**config.mk**
```make
export PLATFORM = sky130hd
export DESIGN_NAME = trap_sequencer
export DESIGN_NICKNAME = d
export VERILOG_FILES = /design/src/rtl/trap_pkg.sv /design/src/rtl/trap_irq_arb.sv /design/src/rtl/trap_seq_fsm.sv /design/src/rtl/trap_sequencer.sv
export SDC_FILE = /design/constraint.sdc
export NUM_CORES = 1
export LEC_CHECK = 0
export BUFFER_PORTS_ARGS = -buffer_cell sky130_fd_sc_hd__buf_4
export CORE_MARGIN = 2
export CORE_UTILIZATION = 40
export CTS_CLUSTER_DIAMETER = 80
export DETAILED_ROUTE_END_ITERATION = 8
export SLEW_MARGIN = 10
export SYNTH_ARGS = -nofsm -noshare
export SYNTH_HDL_FRONTEND = slang
export SYNTH_SLANG_ARGS = --single-unit
```
**constraint.sdc**
```tcl
create_clock -name clk -period 3.8 [get_ports clk]
set_clock_uncertainty 0.05 [all_clocks]
set_input_delay 0.76 -clock clk [delete_from_list [all_inputs] [get_ports clk]]
set_output_delay 0.76 -clock clk [all_outputs]
set_load 0.01 [all_outputs]
```
**src/rtl/trap_pkg.sv**
```systemverilog
package trap_pkg;
  // PS field positions (decoded by the rest of the core)
  localparam int PS_SUP = 15;
  localparam int PS_BSY = 12;
  localparam int PS_RAM = 11;
  localparam int PS_IEN = 10;
  // slot-0 descriptor word 1 flag marking the bank as ROM
  localparam logic [15:0] DESC_ROM = 16'h8000;

  typedef enum logic [4:0] {
    ST_IDLE,
    EN_QSET, EN_PUSH_PC, EN_PUSH_PS, EN_SUP, EN_PUSH_D0, EN_PUSH_D1,
    EN_MAP0, EN_MAP1, EN_VEC, EN_VWAIT, EN_LOAD,
    RT_POP_D1, RT_POP_D0, RT_POP_PS, RT_POP_PC, RT_SET_PS, RT_SET_PC, RT_QCLR
  } seq_state_e;
endpackage

```
**src/rtl/trap_irq_arb.sv**
```systemverilog
module trap_irq_arb #(
  parameter int NUM_HW = 4,
  localparam int CW = $clog2(NUM_HW + 1)
) (
  input  logic              clk,
  input  logic              rst,
  input  logic [NUM_HW-1:0] irq,
  input  logic              ien,
  input  logic              take,
  output logic              any,
  output logic [CW-1:0]     cause
);
  logic [NUM_HW-1:0] pend_q;
  logic [NUM_HW-1:0] grant;
  logic [NUM_HW:0]   below;

  assign below[0] = 1'b0;
  for (genvar g = 0; g < NUM_HW; g++) begin : g_pri
    assign grant[g]     = pend_q[g] & ~below[g];
    assign below[g + 1] = below[g] | pend_q[g];
  end
  assign any = below[NUM_HW];

  always_comb begin
    cause = '0;
    for (int i = NUM_HW - 1; i >= 0; i--)
      if (pend_q[i]) cause = CW'(i);
  end

  always_ff @(posedge clk) begin
    if (rst) pend_q <= '0;
    else pend_q <= (pend_q & ~(take ? grant : '0)) | (ien ? irq : '0);
  end

  // at most one pending line is granted
  assert_one_grant_R10: assert property (@(posedge clk) disable iff (rst) $onehot0(grant));
  // a taken request leaves pending one cycle later
  assert_take_clears_R10: assert property (@(posedge clk) disable iff (rst)
    (take && !(ien && |irq)) |=> ($countones(pend_q) == $countones($past(pend_q)) - 1));
endmodule

```
**src/rtl/trap_seq_fsm.sv**
```systemverilog
module trap_seq_fsm
  import trap_pkg::*;
#(
  parameter int DATA_W = 16,
  parameter int NUM_HW = 4,
  localparam int CW = $clog2(NUM_HW + 1)
) (
  input  logic              clk,
  input  logic              rst,
  input  logic              swi_req,
  input  logic              ret_req,
  input  logic              hw_any,
  input  logic [CW-1:0]     hw_cause,
  output logic              hw_take,
  input  logic [DATA_W-1:0] pc_i,
  input  logic [DATA_W-1:0] ps_i,
  input  logic [DATA_W-1:0] ssp_i,
  output logic              pc_we,
  output logic [DATA_W-1:0] pc_wd,
  output logic              ps_we,
  output logic [DATA_W-1:0] ps_wd,
  output logic              ssp_we,
  output logic [DATA_W-1:0] ssp_wd,
  output logic              mem_we,
  output logic              mem_re,
  output logic [DATA_W-1:0] mem_addr,
  output logic [DATA_W-1:0] mem_wd,
  input  logic [DATA_W-1:0] mem_rdata,
  output logic              mmu_idx,
  output logic              mmu_we,
  output logic [DATA_W-1:0] mmu_wd,
  input  logic [DATA_W-1:0] mmu_rdata,
  output logic              busy
);
  localparam logic [CW-1:0] SWI_CAUSE = CW'(NUM_HW);
  localparam logic [DATA_W-1:0] Q_MASK = DATA_W'(1) << PS_BSY;
  localparam logic [DATA_W-1:0] S_MASK = DATA_W'(1) << PS_SUP;

  seq_state_e        state;
  logic [CW-1:0]     cause_r;
  logic [DATA_W-1:0] pc_r, ps_r, sp_r;
  logic [DATA_W-1:0] sp_dn;

  assign sp_dn   = sp_r - 1'b1;
  assign hw_take = (state == ST_IDLE) && !swi_req && !ret_req && hw_any
                   && ps_i[PS_IEN] && !ps_i[PS_BSY];

  always_ff @(posedge clk) begin
    if (rst) begin
      state <= ST_IDLE; busy <= 1'b0; cause_r <= '0;
      pc_r <= '0; ps_r <= '0; sp_r <= '0;
      pc_we <= 1'b0; pc_wd <= '0; ps_we <= 1'b0; ps_wd <= '0;
      ssp_we <= 1'b0; ssp_wd <= '0;
      mem_we <= 1'b0; mem_re <= 1'b0; mem_addr <= '0; mem_wd <= '0;
      mmu_idx <= 1'b0; mmu_we <= 1'b0; mmu_wd <= '0;
    end else begin
      pc_we <= 1'b0; ps_we <= 1'b0; ssp_we <= 1'b0;
      mem_we <= 1'b0; mem_re <= 1'b0; mmu_we <= 1'b0;
      case (state)
        ST_IDLE: begin
          pc_r <= pc_i; ps_r <= ps_i; sp_r <= ssp_i;
          if (swi_req) begin
            cause_r <= SWI_CAUSE; busy <= 1'b1; state <= EN_QSET;
          end else if (ret_req) begin
            busy <= 1'b1; state <= RT_POP_D1;
          end else if (hw_take) begin
            cause_r <= hw_cause; busy <= 1'b1; state <= EN_QSET;
          end
        end
        // ---------------- entry ----------------
        EN_QSET: begin
          ps_r <= ps_r | Q_MASK; ps_we <= 1'b1; ps_wd <= ps_r | Q_MASK;
          state <= EN_PUSH_PC;
        end
        EN_PUSH_PC: begin
          mem_we <= 1'b1; mem_addr <= sp_dn; mem_wd <= pc_r; sp_r <= sp_dn;
          state <= EN_PUSH_PS;
        end
        EN_PUSH_PS: begin
          mem_we <= 1'b1; mem_addr <= sp_dn; mem_wd <= ps_r; sp_r <= sp_dn;
          state <= EN_SUP;
        end
        EN_SUP: begin
          ps_r <= ps_r | S_MASK; ps_we <= 1'b1; ps_wd <= ps_r | S_MASK;
          mmu_idx <= 1'b0; state <= EN_PUSH_D0;
        end
        EN_PUSH_D0: begin
          mem_we <= 1'b1; mem_addr <= sp_dn; mem_wd <= mmu_rdata; sp_r <= sp_dn;
          mmu_idx <= 1'b1; state <= EN_PUSH_D1;
        end
        EN_PUSH_D1: begin
          mem_we <= 1'b1; mem_addr <= sp_dn; mem_wd <= mmu_rdata; sp_r <= sp_dn;
          state <= EN_MAP0;
        end
        EN_MAP0: begin
          mmu_we <= 1'b1; mmu_idx <= 1'b0; mmu_wd <= '0; state <= EN_MAP1;
        end
        EN_MAP1: begin
          mmu_we <= 1'b1; mmu_idx <= 1'b1;
          mmu_wd <= ps_r[PS_RAM] ? '0 : DATA_W'(DESC_ROM);
          state <= EN_VEC;
        end
        EN_VEC: begin
          mem_re <= 1'b1; mem_addr <= DATA_W'(cause_r); state <= EN_VWAIT;
        end
        EN_VWAIT: state <= EN_LOAD;
        EN_LOAD: begin
          pc_we <= 1'b1; pc_wd <= mem_rdata;
          ssp_we <= 1'b1; ssp_wd <= sp_r;
          busy <= 1'b0; state <= ST_IDLE;
        end
        // ---------------- return ----------------
        RT_POP_D1: begin
          mem_re <= 1'b1; mem_addr <= sp_r; sp_r <= sp_r + 1'b1;
          state <= RT_POP_D0;
        end
        RT_POP_D0: begin
          mem_re <= 1'b1; mem_addr <= sp_r; sp_r <= sp_r + 1'b1;
          state <= RT_POP_PS;
        end
        RT_POP_PS: begin
          mem_re <= 1'b1; mem_addr <= sp_r; sp_r <= sp_r + 1'b1;
          mmu_we <= 1'b1; mmu_idx <= 1'b1; mmu_wd <= mem_rdata;
          state <= RT_POP_PC;
        end
        RT_POP_PC: begin
          mem_re <= 1'b1; mem_addr <= sp_r; sp_r <= sp_r + 1'b1;
          mmu_we <= 1'b1; mmu_idx <= 1'b0; mmu_wd <= mem_rdata;
          state <= RT_SET_PS;
        end
        RT_SET_PS: begin
          ps_r <= mem_rdata; ps_we <= 1'b1; ps_wd <= mem_rdata;
          state <= RT_SET_PC;
        end
        RT_SET_PC: begin
          pc_we <= 1'b1; pc_wd <= mem_rdata; state <= RT_QCLR;
        end
        RT_QCLR: begin
          ps_we <= 1'b1; ps_wd <= ps_r & ~Q_MASK;
          ssp_we <= 1'b1; ssp_wd <= sp_r;
          busy <= 1'b0; state <= ST_IDLE;
        end
        default: begin
          busy <= 1'b0; state <= ST_IDLE;
        end
      endcase
    end
  end

  // stack memory is written only inside a sequence
  assert_mem_in_seq_R1: assert property (@(posedge clk) disable iff (rst) mem_we |-> busy);
  // slot-0 descriptors change only inside a sequence
  assert_mmu_in_seq_R5: assert property (@(posedge clk) disable iff (rst) mmu_we |-> busy);
  // a PS write with Q clear appears only once busy has dropped
  assert_q_last_R8: assert property (@(posedge clk) disable iff (rst)
    (ps_we && !ps_wd[PS_BSY]) |-> !busy);
  // the stack pointer is committed as busy falls
  assert_ssp_commit_R3: assert property (@(posedge clk) disable iff (rst)
    $fell(busy) |-> ssp_we);
endmodule

```
**src/rtl/trap_sequencer.sv**
```systemverilog
module trap_sequencer #(
  parameter int DATA_W = 16,
  parameter int NUM_HW = 4
) (
  input  logic              clk,
  input  logic              rst,
  input  logic              swi_req,
  input  logic              ret_req,
  input  logic [NUM_HW-1:0] hw_irq,
  input  logic [DATA_W-1:0] pc_i,
  input  logic [DATA_W-1:0] ps_i,
  input  logic [DATA_W-1:0] ssp_i,
  output logic              pc_we,
  output logic [DATA_W-1:0] pc_wd,
  output logic              ps_we,
  output logic [DATA_W-1:0] ps_wd,
  output logic              ssp_we,
  output logic [DATA_W-1:0] ssp_wd,
  output logic              mem_we,
  output logic              mem_re,
  output logic [DATA_W-1:0] mem_addr,
  output logic [DATA_W-1:0] mem_wd,
  input  logic [DATA_W-1:0] mem_rdata,
  output logic              mmu_idx,
  output logic              mmu_we,
  output logic [DATA_W-1:0] mmu_wd,
  input  logic [DATA_W-1:0] mmu_rdata,
  output logic              busy
);
  localparam int CW = $clog2(NUM_HW + 1);

  logic          hw_any, hw_take;
  logic [CW-1:0] hw_cause;

  trap_irq_arb #(.NUM_HW(NUM_HW)) u_arb (
    .clk(clk), .rst(rst), .irq(hw_irq), .ien(ps_i[trap_pkg::PS_IEN]),
    .take(hw_take), .any(hw_any), .cause(hw_cause)
  );

  trap_seq_fsm #(.DATA_W(DATA_W), .NUM_HW(NUM_HW)) u_fsm (
    .clk(clk), .rst(rst), .swi_req(swi_req), .ret_req(ret_req),
    .hw_any(hw_any), .hw_cause(hw_cause), .hw_take(hw_take),
    .pc_i(pc_i), .ps_i(ps_i), .ssp_i(ssp_i),
    .pc_we(pc_we), .pc_wd(pc_wd), .ps_we(ps_we), .ps_wd(ps_wd),
    .ssp_we(ssp_we), .ssp_wd(ssp_wd),
    .mem_we(mem_we), .mem_re(mem_re), .mem_addr(mem_addr), .mem_wd(mem_wd),
    .mem_rdata(mem_rdata), .mmu_idx(mmu_idx), .mmu_we(mmu_we), .mmu_wd(mmu_wd),
    .mmu_rdata(mmu_rdata), .busy(busy)
  );
endmodule

```
Yosys cells after proc, flatten, opt, wreduce, memory -nomap -nowiden
Cells that the tools add are included.
{ "classes": {"add_sub_neg": 2, "bitwise": 15, "reduce_logical": 36, "eq_ne": 20, "muxes": 31} }
{ "op_table": {"columns": ["cell", "count"], "rows": [
  ["16-bit one-hot mux with 3 select lines", 4],
  ["16-bit one-hot mux with 4 select lines", 2],
  ["5-bit one-hot mux with 17 select lines", 1],
  ["5-bit by 4-bit equality test with 1-bit output, second input constant", 8],
  ["5-bit by 3-bit equality test with 1-bit output, second input constant", 4],
  ["3-bit two-way mux", 6],
  ["3-bit nonzero test", 6],
  ["16-bit by 1-bit adder with 16-bit output, second input constant", 1],
  ["16-bit two-way mux", 1],
  ["16-bit OR reduction", 1],
  ["4-bit OR reduction", 4],
  ["16-bit by 1-bit subtractor with 16-bit output, second input constant", 1],
  ["5-bit equality test, second input constant", 3],
  ["5-bit two-way mux", 3],
  ["5-bit by 2-bit equality test with 1-bit output, second input constant", 2],
  ["1-bit two-way mux", 9],
  ["4-bit two-way mux", 2],
  ["2-bit OR reduction", 4],
  ["1-bit inverter", 6],
  ["2-bit AND reduction", 3],
  ["3-bit AND reduction", 2],
  ["2-bit nonzero test", 3],
  ["3-bit OR reduction", 2],
  ["5-bit by 1-bit equality test with 1-bit output, second input constant", 1],
  ["other kinds (14)", 25]
]} }
{ "totals": {"elab_cells": 126, "ff_bits": 164, "inputBits": 88} }

Longest topological paths before layout
Gate-level depths: netlist of the first run.
{ "logic_depth": {"word_depth": 10, "depth_mapped": 9} }

Cells and area by module
From an unflattened synthesis of the first run, not the netlist that was laid out.
{ "unflattened": {"hier_cells": 958, "hier_area_um2": 7753.7} }
{ "by_module_without_submodules": {"columns": ["mod", "instances", "cells_each", "area_per_inst_um2", "seq_area_each_um2"], "rows": [
  ["trap_seq_fsm", 1, 933, 7563.5, 3203.1],
  ["trap_irq_arb", 1, 25, 190.2, 80.1]
]} }

Worst setup path after synthesis of the first run
No wires, ideal clock.
{ "synth_path": {"path_type": "flip-flop to flip-flop", "from": "register u_fsm.sp_r[0]", "to": "register u_fsm.sp_r[12]", "arrival_time_ps": 1887, "path_slack_ps": 1738, "path_stages_with_launch": 8, "required_time_ps": 3625, "path_buffers": 0, "period_less_slack_ps": 2062, "cell_sequence": "dfxtp_1 > inv_1 > ha_1 > nor4b_2 > nand4_1 > xor2_1 > nor2_1 > o41a_1"} }
{ "synth_between": {"elab_chain_len": 2} }
{ "synth_lines": {"columns": ["item", "line", "text"], "rows": [
  ["start: declaration", "trap_seq_fsm.sv:41", "logic [DATA_W-1:0] pc_r, ps_r, sp_r;"],
  ["start signal: assignment", "trap_seq_fsm.sv:61", "pc_r <= pc_i; ps_r <= ps_i; sp_r <= ssp_i;"],
  ["16-bit by 1-bit adder with 16-bit output / 16-bit by 1-bit subtractor with 16-bit output (equally long branches)", null, null],
  ["16-bit one-hot mux with 3 select lines *", "trap_seq_fsm.sv:59", "case (state)"]
]} }
Every way passes the cells marked *; elsewhere a longest branch is shown, timed or not.
A chain may end at the register's enable or synchronous reset.

Worst setup path in the final report of the first run
{ "layout_path": {"from": "register u_fsm.state[2]", "to": "register u_fsm.mem_addr[3]"} }
{ "layout_between": {"elab_chain_len": 3} }
{ "layout_lines": {"columns": ["item", "line", "text"], "rows": [
  ["start: declaration", "trap_seq_fsm.sv:39", "seq_state_e state;"],
  ["start signal: assignment", "trap_seq_fsm.sv:50", "state <= ST_IDLE; busy <= 1'b0; cause_r <= '0;"],
  ["start signal: assignment", "trap_seq_fsm.sv:63", "cause_r <= SWI_CAUSE; busy <= 1'b1; state <= EN_QSET;"],
  ["start signal: assignment", "trap_seq_fsm.sv:65", "busy <= 1'b1; state <= RT_POP_D1;"],
  ["5-bit by 4-bit equality test with 1-bit output (tied with other cells)", "trap_seq_fsm.sv:59", null],
  ["4-bit OR reduction (no line)", null, null],
  ["16-bit one-hot mux with 3 select lines / 3-bit nonzero test (equally long branches)", null, null],
  ["end signal: assignment", "trap_seq_fsm.sv:54", "mem_we <= 1'b0; mem_re <= 1'b0; mem_addr <= '0; mem_wd <= '0;"],
  ["end signal: assignment", "trap_seq_fsm.sv:76", "mem_we <= 1'b1; mem_addr <= sp_dn; mem_wd <= pc_r; sp_r <= sp_dn;"],
  ["end signal: assignment", "trap_seq_fsm.sv:80", "mem_we <= 1'b1; mem_addr <= sp_dn; mem_wd <= ps_r; sp_r <= sp_dn;"],
  ["end: declaration", "trap_seq_fsm.sv:26", "output logic [DATA_W-1:0] mem_addr,"]
]} }
Several ways; a longest one is shown, not always the timed one.

==> implementation parameters, run 1 <==
Parameter                              Value

Routing
  Wirelength per Cell ... 18.3 um
  Avg Vias per Cell ... 5.55
  Vias ... 7477
  Antenna Nets Post-Route ... 0
  Length of the first detailed-routing pass in iterations ... 5
  DRT iter0 DRCs ... 700
  Number of remaining DRC errors ... 0
  Final Routed Wirelength ... 24700 um

Clock network
  Clock insertion delay at the later pin of the skew report ... 0.44 ns
  H-Tree Level Count ... 4
  Count of instances resized after the clock tree is built ... 0
  Clock transition time at the flip-flop clock pins of the worst setup and hold paths ... 0.07 ns
  Number of hold buffers added after CTS ... 0
  Count of buffers added by post-CTS timing repair for setup ... 0
  Number of buffers between clock root and the deepest sink ... 2
  CTS sink cnt ... 164
  Total CTS buffers ... 17
  CTS tree ... done
  Buffer cell driving the clock tree root ... sky130_fd_sc_hd__clkbuf_16

Floorplanning
  Die extent in y ... 143 um
  Effective utilization at floorplan ... 0.411
  Core box area ... 0.0188 mm^2
  Floorplan die area ... 0.0205 mm^2
  I/O pin total ... 192
  Horizontal die dimension ... 143 um
  Std-Cell Rows ... 50

STA
  Total negative slack ... 0 ns
  RSZ-0062 raised after global routing ... false
  Period utilization ... 0.750
  Worst Tran Pin Value ... 1.02 ns
  Worst relative slew slack ... 0.320
  Number of slew-limit violations in the final report ... 0
  Final count of hold timing violations ... 0
  Final setup violating endpoints ... 0
  F_max ... 351 MHz
  Clock period minus worst slack ... 2.85 ns

Synth
  Dominant cell type by area after synthesis ... sky130_fd_sc_hd__dfxtp_1
  Most used standard cells in the synthesized netlist ... sky130_fd_sc_hd__dfxtp_1, sky130_fd_sc_hd__nor2_1, sky130_fd_sc_hd__nand2_1
  Count of mapped cells out of synthesis ... 936
  Portion of the post-synthesis area used by sequential elements ... 0.425
  Cell variety after synth ... 72
  Top-area cell type share of the netlist area ... 0.425
  Register bit count reported by yosys ... 164
  Mapped cell area ... 0.00773 mm^2
  Avg Inst Size Synth ... 8.26 um^2
  Top_reg_cell synth ... sky130_fd_sc_hd__dfxtp_1
  Number of warnings issued by yosys ... 0
  Cell with the most instances after synthesis ... sky130_fd_sc_hd__dfxtp_1
  Area contributors post-synth ... sky130_fd_sc_hd__dfxtp_1, sky130_fd_sc_hd__nor2_1, sky130_fd_sc_hd__a21oi_1
  Number of flops mapped to enable cells by yosys ... 0
  Async set-or-reset flop fraction in the synthesized netlist ... 0
  Net count of the mapped netlist ... 1026

Worst setup path
  Nature of the critical path endpoint ... flip-flop
  Worst Path Max Fanout ... 27
  Startpoint type of the worst setup path ... flip-flop
  Crit Path Class ... reg2reg
  Required @ worst endpoint ... 4.05 ns
  Worst path arrival time ... 3.10 ns

Power and ir drop
  Total Power Consumption ... 8.02 mW
  Leakage ... 4.00 nW
  Worst-case vdd ir drop ... 0.409 mV
  Cell Pwr Density ... 814 mW/mm^2

GRT
  Number of antenna violations at the first check in global routing ... 0
  Global-route wire length before repair ... 38300 um
  Number of global-route vias before repair ... 6862
  Remaining global-route overflow ... 0
  Total GRT Usage ... 0.241
  Largest net degree at the start of global routing ... 138

Min path
  Path class of the lowest-slack min-delay path ... reg2reg

Final layout
  Filler Cell Count ... 1819
  Number of nets at the end of the flow ... 1164
  Area of combinational cells with multiple inputs ... 0.00403 mm^2
  Storage cell area ... 0.00328 mm^2
  Area overhead of the layout relative to synthesis ... 27.5%
  Fraction of final layout cells with drive strength greater than 1 ... 0.239
  # diodes ... 0

Outcome
  Result of the run ... finished, final reports clean

Placement
  Routability Congestion ... 0.939
  # port buffers ... 191
  HPWL after detailed placement ... 17200 um

Run
  Maximum capacitance violations ... 0
metal layers:
layer  global-route usage  share of wire  vias up
li1                     -              -     3664
met4               0.0803          0.019        0
met5                    0              0        -
met2                0.326           0.42      305
met1                0.369           0.48     3480
met3               0.0577          0.080       28
path summary, 6_finish.rpt:
path	start	to	slack, ns	cells after the start
worst max-delay path	u_fsm.state[2]$_SDFFE_PP0P_	u_fsm.mem_addr[3]$_SDFFE_PP0P_	0.95	6
worst min-delay path	u_fsm.pc_r[3]$_SDFFE_PP0N_	u_fsm.pc_r[3]$_SDFFE_PP0N_	0.41	2
worst min register to register	u_fsm.pc_r[3]$_SDFFE_PP0N_	u_fsm.pc_r[3]$_SDFFE_PP0N_	0.41	2
worst max register to register	u_fsm.state[2]$_SDFFE_PP0P_	u_fsm.mem_addr[3]$_SDFFE_PP0P_	0.95	6
critical path: stages (launching register included):
cell and delay (ns):
sky130_fd_sc_hd__dfxtp_1 0.79, sky130_fd_sc_hd__and3b_1 0.30, sky130_fd_sc_hd__buf_4 0.29, sky130_fd_sc_hd__a21o_1 0.36, sky130_fd_sc_hd__nor2_1 0.26, sky130_fd_sc_hd__a211oi_1 0.56, sky130_fd_sc_hd__nor3_1 0.10
power by group:
group	internal [mW]	total, mW	leakage [nW]	switching, mW
clock network	0.958	1.80	0.303	0.845
registers	2.20	2.78	1.34	0.576
logic	1.41	3.44	2.35	2.02
total	4.58	8.02	4.00	3.44
layout by cell type (no fill, tap or decap), types with 6 or more instances in the layout:
cell                        Yosys  final
sky130_fd_sc_hd__inv_8          0      6
sky130_fd_sc_hd__nor4_1        12     12
sky130_fd_sc_hd__nor2b_1        8      8
sky130_fd_sc_hd__nand4_1        6      6
sky130_fd_sc_hd__dfxtp_1      164    164
sky130_fd_sc_hd__nand2b_1       8      8
sky130_fd_sc_hd__buf_4          1    205
sky130_fd_sc_hd__nor2_1       128    128
sky130_fd_sc_hd__a211oi_1      12     12
sky130_fd_sc_hd__o21ai_0       61     61
sky130_fd_sc_hd__nand3_1        7      7
sky130_fd_sc_hd__nor3_1        24     23
sky130_fd_sc_hd__a22oi_1       47     47
sky130_fd_sc_hd__clkbuf_16      0     17
sky130_fd_sc_hd__o21a_1         7      7
sky130_fd_sc_hd__a21oi_1       86     86
sky130_fd_sc_hd__a311oi_1      17     17
sky130_fd_sc_hd__or3_1         10     10
sky130_fd_sc_hd__nand2_1       89     89
sky130_fd_sc_hd__mux2i_1       36     36
sky130_fd_sc_hd__inv_1          8      8
sky130_fd_sc_hd__xnor2_1        7      7
sky130_fd_sc_hd__a221oi_1      13     13
stage by stage:
step / utilization / std cells / setup slack [ns] / instance area [um^2] / hold slack [ns]
5_1_grt: 0.523 / 1347 / 0.805 / 9860 / 0.434
6_report: 0.523 / 1347 / 0.951 / 9860 / 0.412
3_3_place_gp: 0.490 / 1315 / 1.04 / 9230 / 0.398
2_1_floorplan: - / 936 / 1.74 / 7730 / 0.383
4_1_cts: 0.523 / 1347 / 1.02 / 9860 / 0.412
3_5_place_dp: 0.490 / 1315 / 1.05 / 9230 / 0.399
logic make-up after synthesis:
group / after synthesis / synth area share
mux: 36 / 0.0466
compound gates: 298 / 0.256
buf+inv: 96 / 0.0553
fa+ha+maj: 2 / 0.00324
simple gates: 328 / 0.201
xor+xnor: 12 / 0.0136
flops: 164 / 0.425
area by class of cell:
| cell class | count | share of cell area |
|---|---|---|
| Sequential cell | 164 | 0.333 |
| Clock inverter | 15 | 0.0207 |
| Tap cell | 260 | 0.0330 |
| Clock buffer | 17 | 0.0432 |
| Timing Repair Buffer | 206 | 0.158 |
| Inverter | 9 | 0.00343 |
| Multi-Input combinational cell | 676 | 0.408 |
(Power assumes the default switching activity.)
==> run 2: changes to the inputs <==
==> constraint.sdc (replaced) <==
create_clock -name clk -period 2.77 [get_ports clk]
set_clock_uncertainty 0.05 [all_clocks]
set_input_delay 0.554 -clock clk [delete_from_list [all_inputs] [get_ports clk]]
set_output_delay 0.554 -clock clk [all_outputs]
set_load 0.01 [all_outputs]
==> run 2 against run 1 <==
Largest power group unchanged. Largest cell class unchanged. Clock power rose by 32%. Critical path type unchanged. Critical path depth did not move. Via count rose by 2.6%. Final cell count rose by 2.0%. Power rose by 40%.
==> implementation parameters, run 2 (synthesis gave the netlist of run 1 again) <==
Parameter                              Value

Outcome
  Result of the run ... finished, final reports clean (unchanged)

Placement
  Placed cell area ... 0.00945 mm^2 (was 0.00923 mm^2)
  # port buffers ... 191 (unchanged)
  Setup slack after placement ... 0.465 ns (was 1.05 ns)
  Routability Congestion ... 0.895 (was 0.939)
  Placed cell count ... 1342 (was 1315)
  HPWL after detailed placement ... 17800 um (was 17200 um)

STA
  Worst relative slew slack ... 0.255 (was 0.320)
  Post-route worst hold slack ... 0.302 ns (was 0.412 ns)
  Total negative slack ... 0 ns (unchanged)
  Period utilization ... 0.867 (was 0.750)
  Worst Tran Pin Value ... 1.11 ns (was 1.02 ns)
  Final setup violating endpoints ... 0 (unchanged)
  F_max ... 416 MHz (was 351 MHz)
  Number of slew-limit violations in the final report ... 0 (unchanged)
  RSZ-0062 raised after global routing ... false (unchanged)
  Clock period minus worst slack ... 2.40 ns (was 2.85 ns)
  Least setup slack across all paths after layout ... 0.369 ns (was 0.951 ns)
  Final count of hold timing violations ... 0 (unchanged)

Final layout
  Filler Cell Count ... 1831 (was 1819)
  Area overhead of the layout relative to synthesis ... 29.8% (was 27.5%)
  Utilization of the core after routing ... 0.533 (was 0.523)
  Number of nets at the end of the flow ... 1191 (was 1164)
  Storage cell area ... 0.00328 mm^2 (unchanged)
  # diodes ... 0 (unchanged)
  Non-Filler Instances ... 1374 (was 1347)
  Most frequent cells in the layout ... sky130_fd_sc_hd__buf_4, sky130_fd_sc_hd__dfxtp_1, sky130_fd_sc_hd__nor2_1 (unchanged)
  Fraction of final layout cells with drive strength greater than 1 ... 0.258 (was 0.239)
  Final Instance Area ... 0.0100 mm^2 (was 0.00986 mm^2)
  Most frequent standard cell in the layout excluding fill and tap cells ... sky130_fd_sc_hd__buf_4 (unchanged)
  Area of combinational cells with multiple inputs ... 0.00403 mm^2 (unchanged)

Clock network
  Clock transition time at the flip-flop clock pins of the worst setup and hold paths ... 0.07 ns (about the same)
  CTS sink cnt ... 164 (unchanged)
  H-Tree Level Count ... 4 (unchanged)
  Buffer cell driving the clock tree root ... sky130_fd_sc_hd__clkbuf_16 (unchanged)
  Count of buffers added by post-CTS timing repair for setup ... 0 (unchanged)
  Number of hold buffers added after CTS ... 0 (unchanged)
  Count of instances resized after the clock tree is built ... 0 (unchanged)
  Clock insertion delay at the later pin of the skew report ... 0.44 ns (about the same)
  CTS tree ... done (unchanged)
  Number of buffers between clock root and the deepest sink ... 2 (unchanged)
  Total CTS buffers ... 17 (unchanged)

Routing
  Vias ... 7672 (was 7477)
  Antenna Nets Post-Route ... 0 (unchanged)
  DRT iter0 DRCs ... 747 (was 700)
  Final Routed Wirelength ... 25400 um (was 24700 um)
  Wirelength per Cell ... 18.5 um (was 18.3 um)
  Avg Vias per Cell ... 5.58 (was 5.55)
  Length of the first detailed-routing pass in iterations ... 5 (unchanged)
  Number of remaining DRC errors ... 0 (unchanged)

Floorplanning
  Horizontal die dimension ... 143 um (unchanged)
  Core box area ... 0.0188 mm^2 (unchanged)
  Die extent in y ... 143 um (unchanged)
  Effective utilization at floorplan ... 0.411 (unchanged)
  I/O pin total ... 192 (unchanged)
  Std-Cell Rows ... 50 (unchanged)
  Floorplan die area ... 0.0205 mm^2 (unchanged)

GRT
  Number of global-route vias before repair ... 6908 (was 6862)
  Number of antenna violations at the first check in global routing ... 0 (unchanged)
  Remaining global-route overflow ... 0 (unchanged)
  Total GRT Usage ... 0.244 (was 0.241)
  Global-route wire length before repair ... 38800 um (was 38300 um)
  Largest net degree at the start of global routing ... 64 (was 138)

Power and ir drop
  Worst-case vdd ir drop ... 0.563 mV (was 0.409 mV)
  Total Power Consumption ... 11.2 mW (was 8.02 mW)
  Leakage ... 4.12 nW (was 4.00 nW)
  Cell Pwr Density ... 1120 mW/mm^2 (was 814 mW/mm^2)

Worst setup path
  Startpoint type of the worst setup path ... flip-flop (unchanged)
  Buffers and inverters on the worst path ... 1 (unchanged)
  Cell-by-cell listing of the critical path ... buf_4, or3b_2, nor2b_1, nor2_1, o21ai_0, a21oi_1 (was and3b_1, buf_4, a21o_1, nor2_1, a211oi_1, nor3_1)
  Peak per-stage delay on the critical path ... 0.70 ns (was 0.79 ns)
  Worst Path Max Fanout ... 16 (was 27)
  Max stage delay cell, worst path ... sky130_fd_sc_hd__nor2_1 (was sky130_fd_sc_hd__dfxtp_1)
  Worst path arrival time ... 2.73 ns (was 3.10 ns)
  Required @ worst endpoint ... 3.10 ns (was 4.05 ns)
  Nature of the critical path endpoint ... flip-flop (unchanged)
  Family of cells with the greatest summed delay on the critical path ... simple AND/OR/NAND/NOR gates (was compound AO/OA/AOI/OAI gates)
  Crit Path Class ... reg2reg (unchanged)

Run
  Maximum capacitance violations ... 0 (unchanged)

Min path
  Path class of the lowest-slack min-delay path ... in2reg (was reg2reg)
[run 2: area by class of cell]
cell class	instances	area share
Clock inverter	15	0.0157
Timing Repair Buffer	233	0.178
Inverter	9	0.00337
Multi-Input combinational cell	676	0.401
Clock buffer	17	0.0424
Sequential cell	164	0.327
Tap cell	260	0.0324
[run 2: report_power, final]
group          switching, mW  internal [mW]  total [mW]
sequential             0.683           3.02        3.70
combinational           2.95           2.17        5.13
clock                   1.16           1.21        2.37
total                   4.80           6.40        11.2
[run 2: worst paths after layout]
| check | endpoint | start | cells after the start | slack [ns] |
|---|---|---|---|---|
| max | u_fsm.mem_wd[13]$_SDFFE_PP0P_ | u_fsm.state[2]$_SDFFE_PP0P_ | 6 | 0.37 |
| min | u_fsm.pc_r[7]$_SDFFE_PP0N_ | pc_i[7] | 3 | 0.30 |
| min reg2reg | u_fsm.pc_r[12]$_SDFFE_PP0N_ | u_fsm.pc_r[12]$_SDFFE_PP0N_ | 2 | 0.41 |
| max reg2reg | u_fsm.mem_wd[13]$_SDFFE_PP0P_ | u_fsm.state[2]$_SDFFE_PP0P_ | 6 | 0.37 |
[run 2: worst min-delay path: stages]
cell	delay, ns
sky130_fd_sc_hd__buf_4	0.10
sky130_fd_sc_hd__nand2_1	0.05
sky130_fd_sc_hd__a21oi_1	0.05
[run 2: metal layers]
metal	track usage	wire, um	up-vias
met5	0	0	-
met1	0.371	12100	3620
met4	0.0886	634	0
met2	0.337	11000	299
met3	0.0456	1670	40
li1	-	-	3713
==> run 3: changes to the inputs <==
--- a/config.mk
+++ b/config.mk
@@ -7,7 +7,7 @@
 export LEC_CHECK = 0
 export BUFFER_PORTS_ARGS = -buffer_cell sky130_fd_sc_hd__buf_4
 export CORE_MARGIN = 2
-export CORE_UTILIZATION = 40
+export CORE_UTILIZATION = 35
 export CTS_CLUSTER_DIAMETER = 80
 export DETAILED_ROUTE_END_ITERATION = 8
 export SLEW_MARGIN = 10
==> run 3 against run 2 <==
Final cell count up 0.87%. First-iteration DRC count fell by 29%. Die area is 14% higher. Utilization shrank 7.3 points. Non-clock buffer count fell by 8. Critical path type unchanged. Critical path depth stayed put. Flip-flop and latch count unchanged. Power decreased by 0.33%. Via count down 0.68%. Global-route usage fell by 3.1 points. Largest cell class unchanged. Largest power group unchanged. Routed wire length is 0.11% lower. Sequential share of layout area grew 0.094 points.
==> implementation parameters, run 3 (synthesis gave the netlist of run 1 again) <==
Parameter                              Value

Min path
  Hold Crit Start ... pc_i[9] (was pc_i[7])
  Hold-critical path depth ... 3 (unchanged)
  Path class of the lowest-slack min-delay path ... in2reg (unchanged)

Final layout
  # diodes ... 0 (unchanged)
  Most frequent cells in the layout ... sky130_fd_sc_hd__buf_4, sky130_fd_sc_hd__dfxtp_1, sky130_fd_sc_hd__nor2_1 (unchanged)
  Most frequent standard cell in the layout excluding fill and tap cells ... sky130_fd_sc_hd__buf_4 (unchanged)
  Fraction of final layout cells with drive strength greater than 1 ... 0.252 (was 0.258)
  Utilization of the core after routing ... 0.460 (was 0.533)
  Area overhead of the layout relative to synthesis ... 29.5% (was 29.8%)
  Number of nets at the end of the flow ... 1183 (was 1191)

STA
  Post-route worst hold slack ... 0.313 ns (was 0.302 ns)
  Period utilization ... 0.871 (was 0.867)
  Clock period minus worst slack ... 2.41 ns (was 2.40 ns)
  RSZ-0062 raised after global routing ... false (unchanged)
  F_max ... 414 MHz (was 416 MHz)
  Worst relative slew slack ... 0.244 (was 0.255)
  Worst Tran Pin Value ... 1.13 ns (was 1.11 ns)
  Least setup slack across all paths after layout ... 0.357 ns (was 0.369 ns)
  Number of slew-limit violations in the final report ... 0 (unchanged)
  Final setup violating endpoints ... 0 (unchanged)
  Total negative slack ... 0 ns (unchanged)
  Final count of hold timing violations ... 0 (unchanged)

Floorplanning
  Core box area ... 0.0218 mm^2 (was 0.0188 mm^2)
  Die extent in y ... 153 um (was 143 um)
  I/O pin total ... 192 (unchanged)
  Horizontal die dimension ... 153 um (was 143 um)
  Effective utilization at floorplan ... 0.355 (was 0.411)
  Std-Cell Rows ... 54 (was 50)
  Floorplan die area ... 0.0233 mm^2 (was 0.0205 mm^2)

Clock network
  Number of buffers between clock root and the deepest sink ... 2 (unchanged)
  Total CTS buffers ... 17 (unchanged)
  CTS sink cnt ... 164 (unchanged)
  Count of buffers added by post-CTS timing repair for setup ... 0 (unchanged)
  Buffer cell driving the clock tree root ... sky130_fd_sc_hd__clkbuf_16 (unchanged)
  Clock transition time at the flip-flop clock pins of the worst setup and hold paths ... 0.07 ns (about the same)
  CTS tree ... done (unchanged)
  H-Tree Level Count ... 4 (unchanged)
  Clock insertion delay at the later pin of the skew report ... 0.44 ns (about the same)
  Count of instances resized after the clock tree is built ... 0 (unchanged)
  Number of hold buffers added after CTS ... 0 (unchanged)

Worst setup path
  Crit Path Class ... reg2reg (unchanged)
  Startpoint of the most critical setup path ... u_fsm.state[2]$_SDFFE_PP0P_ (unchanged)
  Worst path arrival time ... 2.66 ns (was 2.73 ns)
  Nature of the critical path endpoint ... flip-flop (unchanged)
  Worst Path Max Fanout ... 20 (was 16)
  Required @ worst endpoint ... 3.02 ns (was 3.10 ns)
  Cell count of the worst reg-to-reg path ... 6 (unchanged)
  Startpoint type of the worst setup path ... flip-flop (unchanged)
  Critical register-to-register path startpoint ... u_fsm.state[2]$_SDFFE_PP0P_ (unchanged)

Run
  Maximum capacitance violations ... 0 (unchanged)

Routing
  Number of remaining DRC errors ... 0 (unchanged)
  Wirelength per Cell ... 18.3 um (was 18.5 um)
  Antenna Nets Post-Route ... 0 (unchanged)
  Final Routed Wirelength ... 25400 um (about the same)
  Length of the first detailed-routing pass in iterations ... 5 (unchanged)
  Vias ... 7620 (was 7672)
  Avg Vias per Cell ... 5.50 (was 5.58)
  DRT iter0 DRCs ... 530 (was 747)

Power and ir drop
  Leakage ... 4.09 nW (was 4.12 nW)
  Cell Pwr Density ... 1110 mW/mm^2 (was 1120 mW/mm^2)
  Total Power Consumption ... 11.2 mW (about the same)
  Worst-case vdd ir drop ... 0.559 mV (was 0.563 mV)

GRT
  Number of global-route vias before repair ... 7267 (was 6908)
  Global-route wire length before repair ... 40100 um (was 38800 um)
  Total GRT Usage ... 0.213 (was 0.244)
  Largest net degree at the start of global routing ... 62 (was 64)
  Remaining global-route overflow ... 0 (unchanged)
  Number of antenna violations at the first check in global routing ... 0 (unchanged)

Outcome
  Result of the run ... finished, final reports clean (unchanged)

Placement
  Routability Congestion ... 0.852 (was 0.895)
  # port buffers ... 191 (unchanged)
  HPWL after detailed placement ... 17800 um (about the same)
  Setup slack after placement ... 0.416 ns (was 0.465 ns)
[run 3: cell count changes in the layout (fill, tap and decap cells not counted)]
cell	previous run	this run
sky130_fd_sc_hd__buf_4	230	225
sky130_fd_sc_hd__clkinv_8	3	4
sky130_fd_sc_hd__clkinv_2	1	0
sky130_fd_sc_hd__clkinvlp_4	2	1
sky130_fd_sc_hd__inv_6	5	1
sky130_fd_sc_hd__inv_8	4	8
sky130_fd_sc_hd__bufinv_16	0	1
sky130_fd_sc_hd__buf_12	3	0
[run 3: area by class of cell]
class	count	area, um^2
tap	280	350
clock inverter	15	201
clock buffer	17	425
sequential	164	3280
timing repair buffer	225	1690
multi-input combinational	676	4030
inverter	9	33.8
fill	2167	11700
[run 3: routing by layer]
layer / routed length, um / vias up / GRT usage / part of all wire
met4: 901 / 0 / 0.0926 / 0.036
met3: 1800 / 49 / 0.0472 / 0.071
met2: 11200 / 264 / 0.321 / 0.44
met5: 0 / - / 0 / 0
li1: - / 3705 / - / -
met1: 11500 / 3602 / 0.293 / 0.45
[run 3: worst paths after layout]
path                                          to  slack [ns]
setup / recovery  u_fsm.mem_addr[6]$_SDFFE_PP0P_        0.36
setup reg to reg  u_fsm.mem_addr[6]$_SDFFE_PP0P_        0.36
hold reg to reg       u_fsm.pc_r[4]$_SDFFE_PP0N_        0.41
hold / removal        u_fsm.pc_r[9]$_SDFFE_PP0N_        0.31
[run 3: where the power goes]
| group | internal [mW] | total [mW] | switching (mW) |
|---|---|---|---|
| Combinational | 2.08 | 4.98 | 2.90 |
| Sequential | 3.02 | 3.68 | 0.657 |
| Clock | 1.32 | 2.50 | 1.18 |
[run 3: critical path, stage by stage, from the launching register on]
cell,delay [ns]
sky130_fd_sc_hd__dfxtp_1,0.48
sky130_fd_sc_hd__nor3b_1,0.54
sky130_fd_sc_hd__and2_0,0.38
sky130_fd_sc_hd__buf_4,0.27
sky130_fd_sc_hd__o21ai_0,0.11
sky130_fd_sc_hd__a211oi_1,0.34
sky130_fd_sc_hd__nor3_1,0.08
[run 3: per-stage QoR]
step / cell area, um^2 / cells
floorplan: 7730 / 936
global placement: 9380 / 1354
detailed placement: 9380 / 1354
CTS: 10000 / 1386
global route: 10000 / 1386
finish: 10000 / 1386
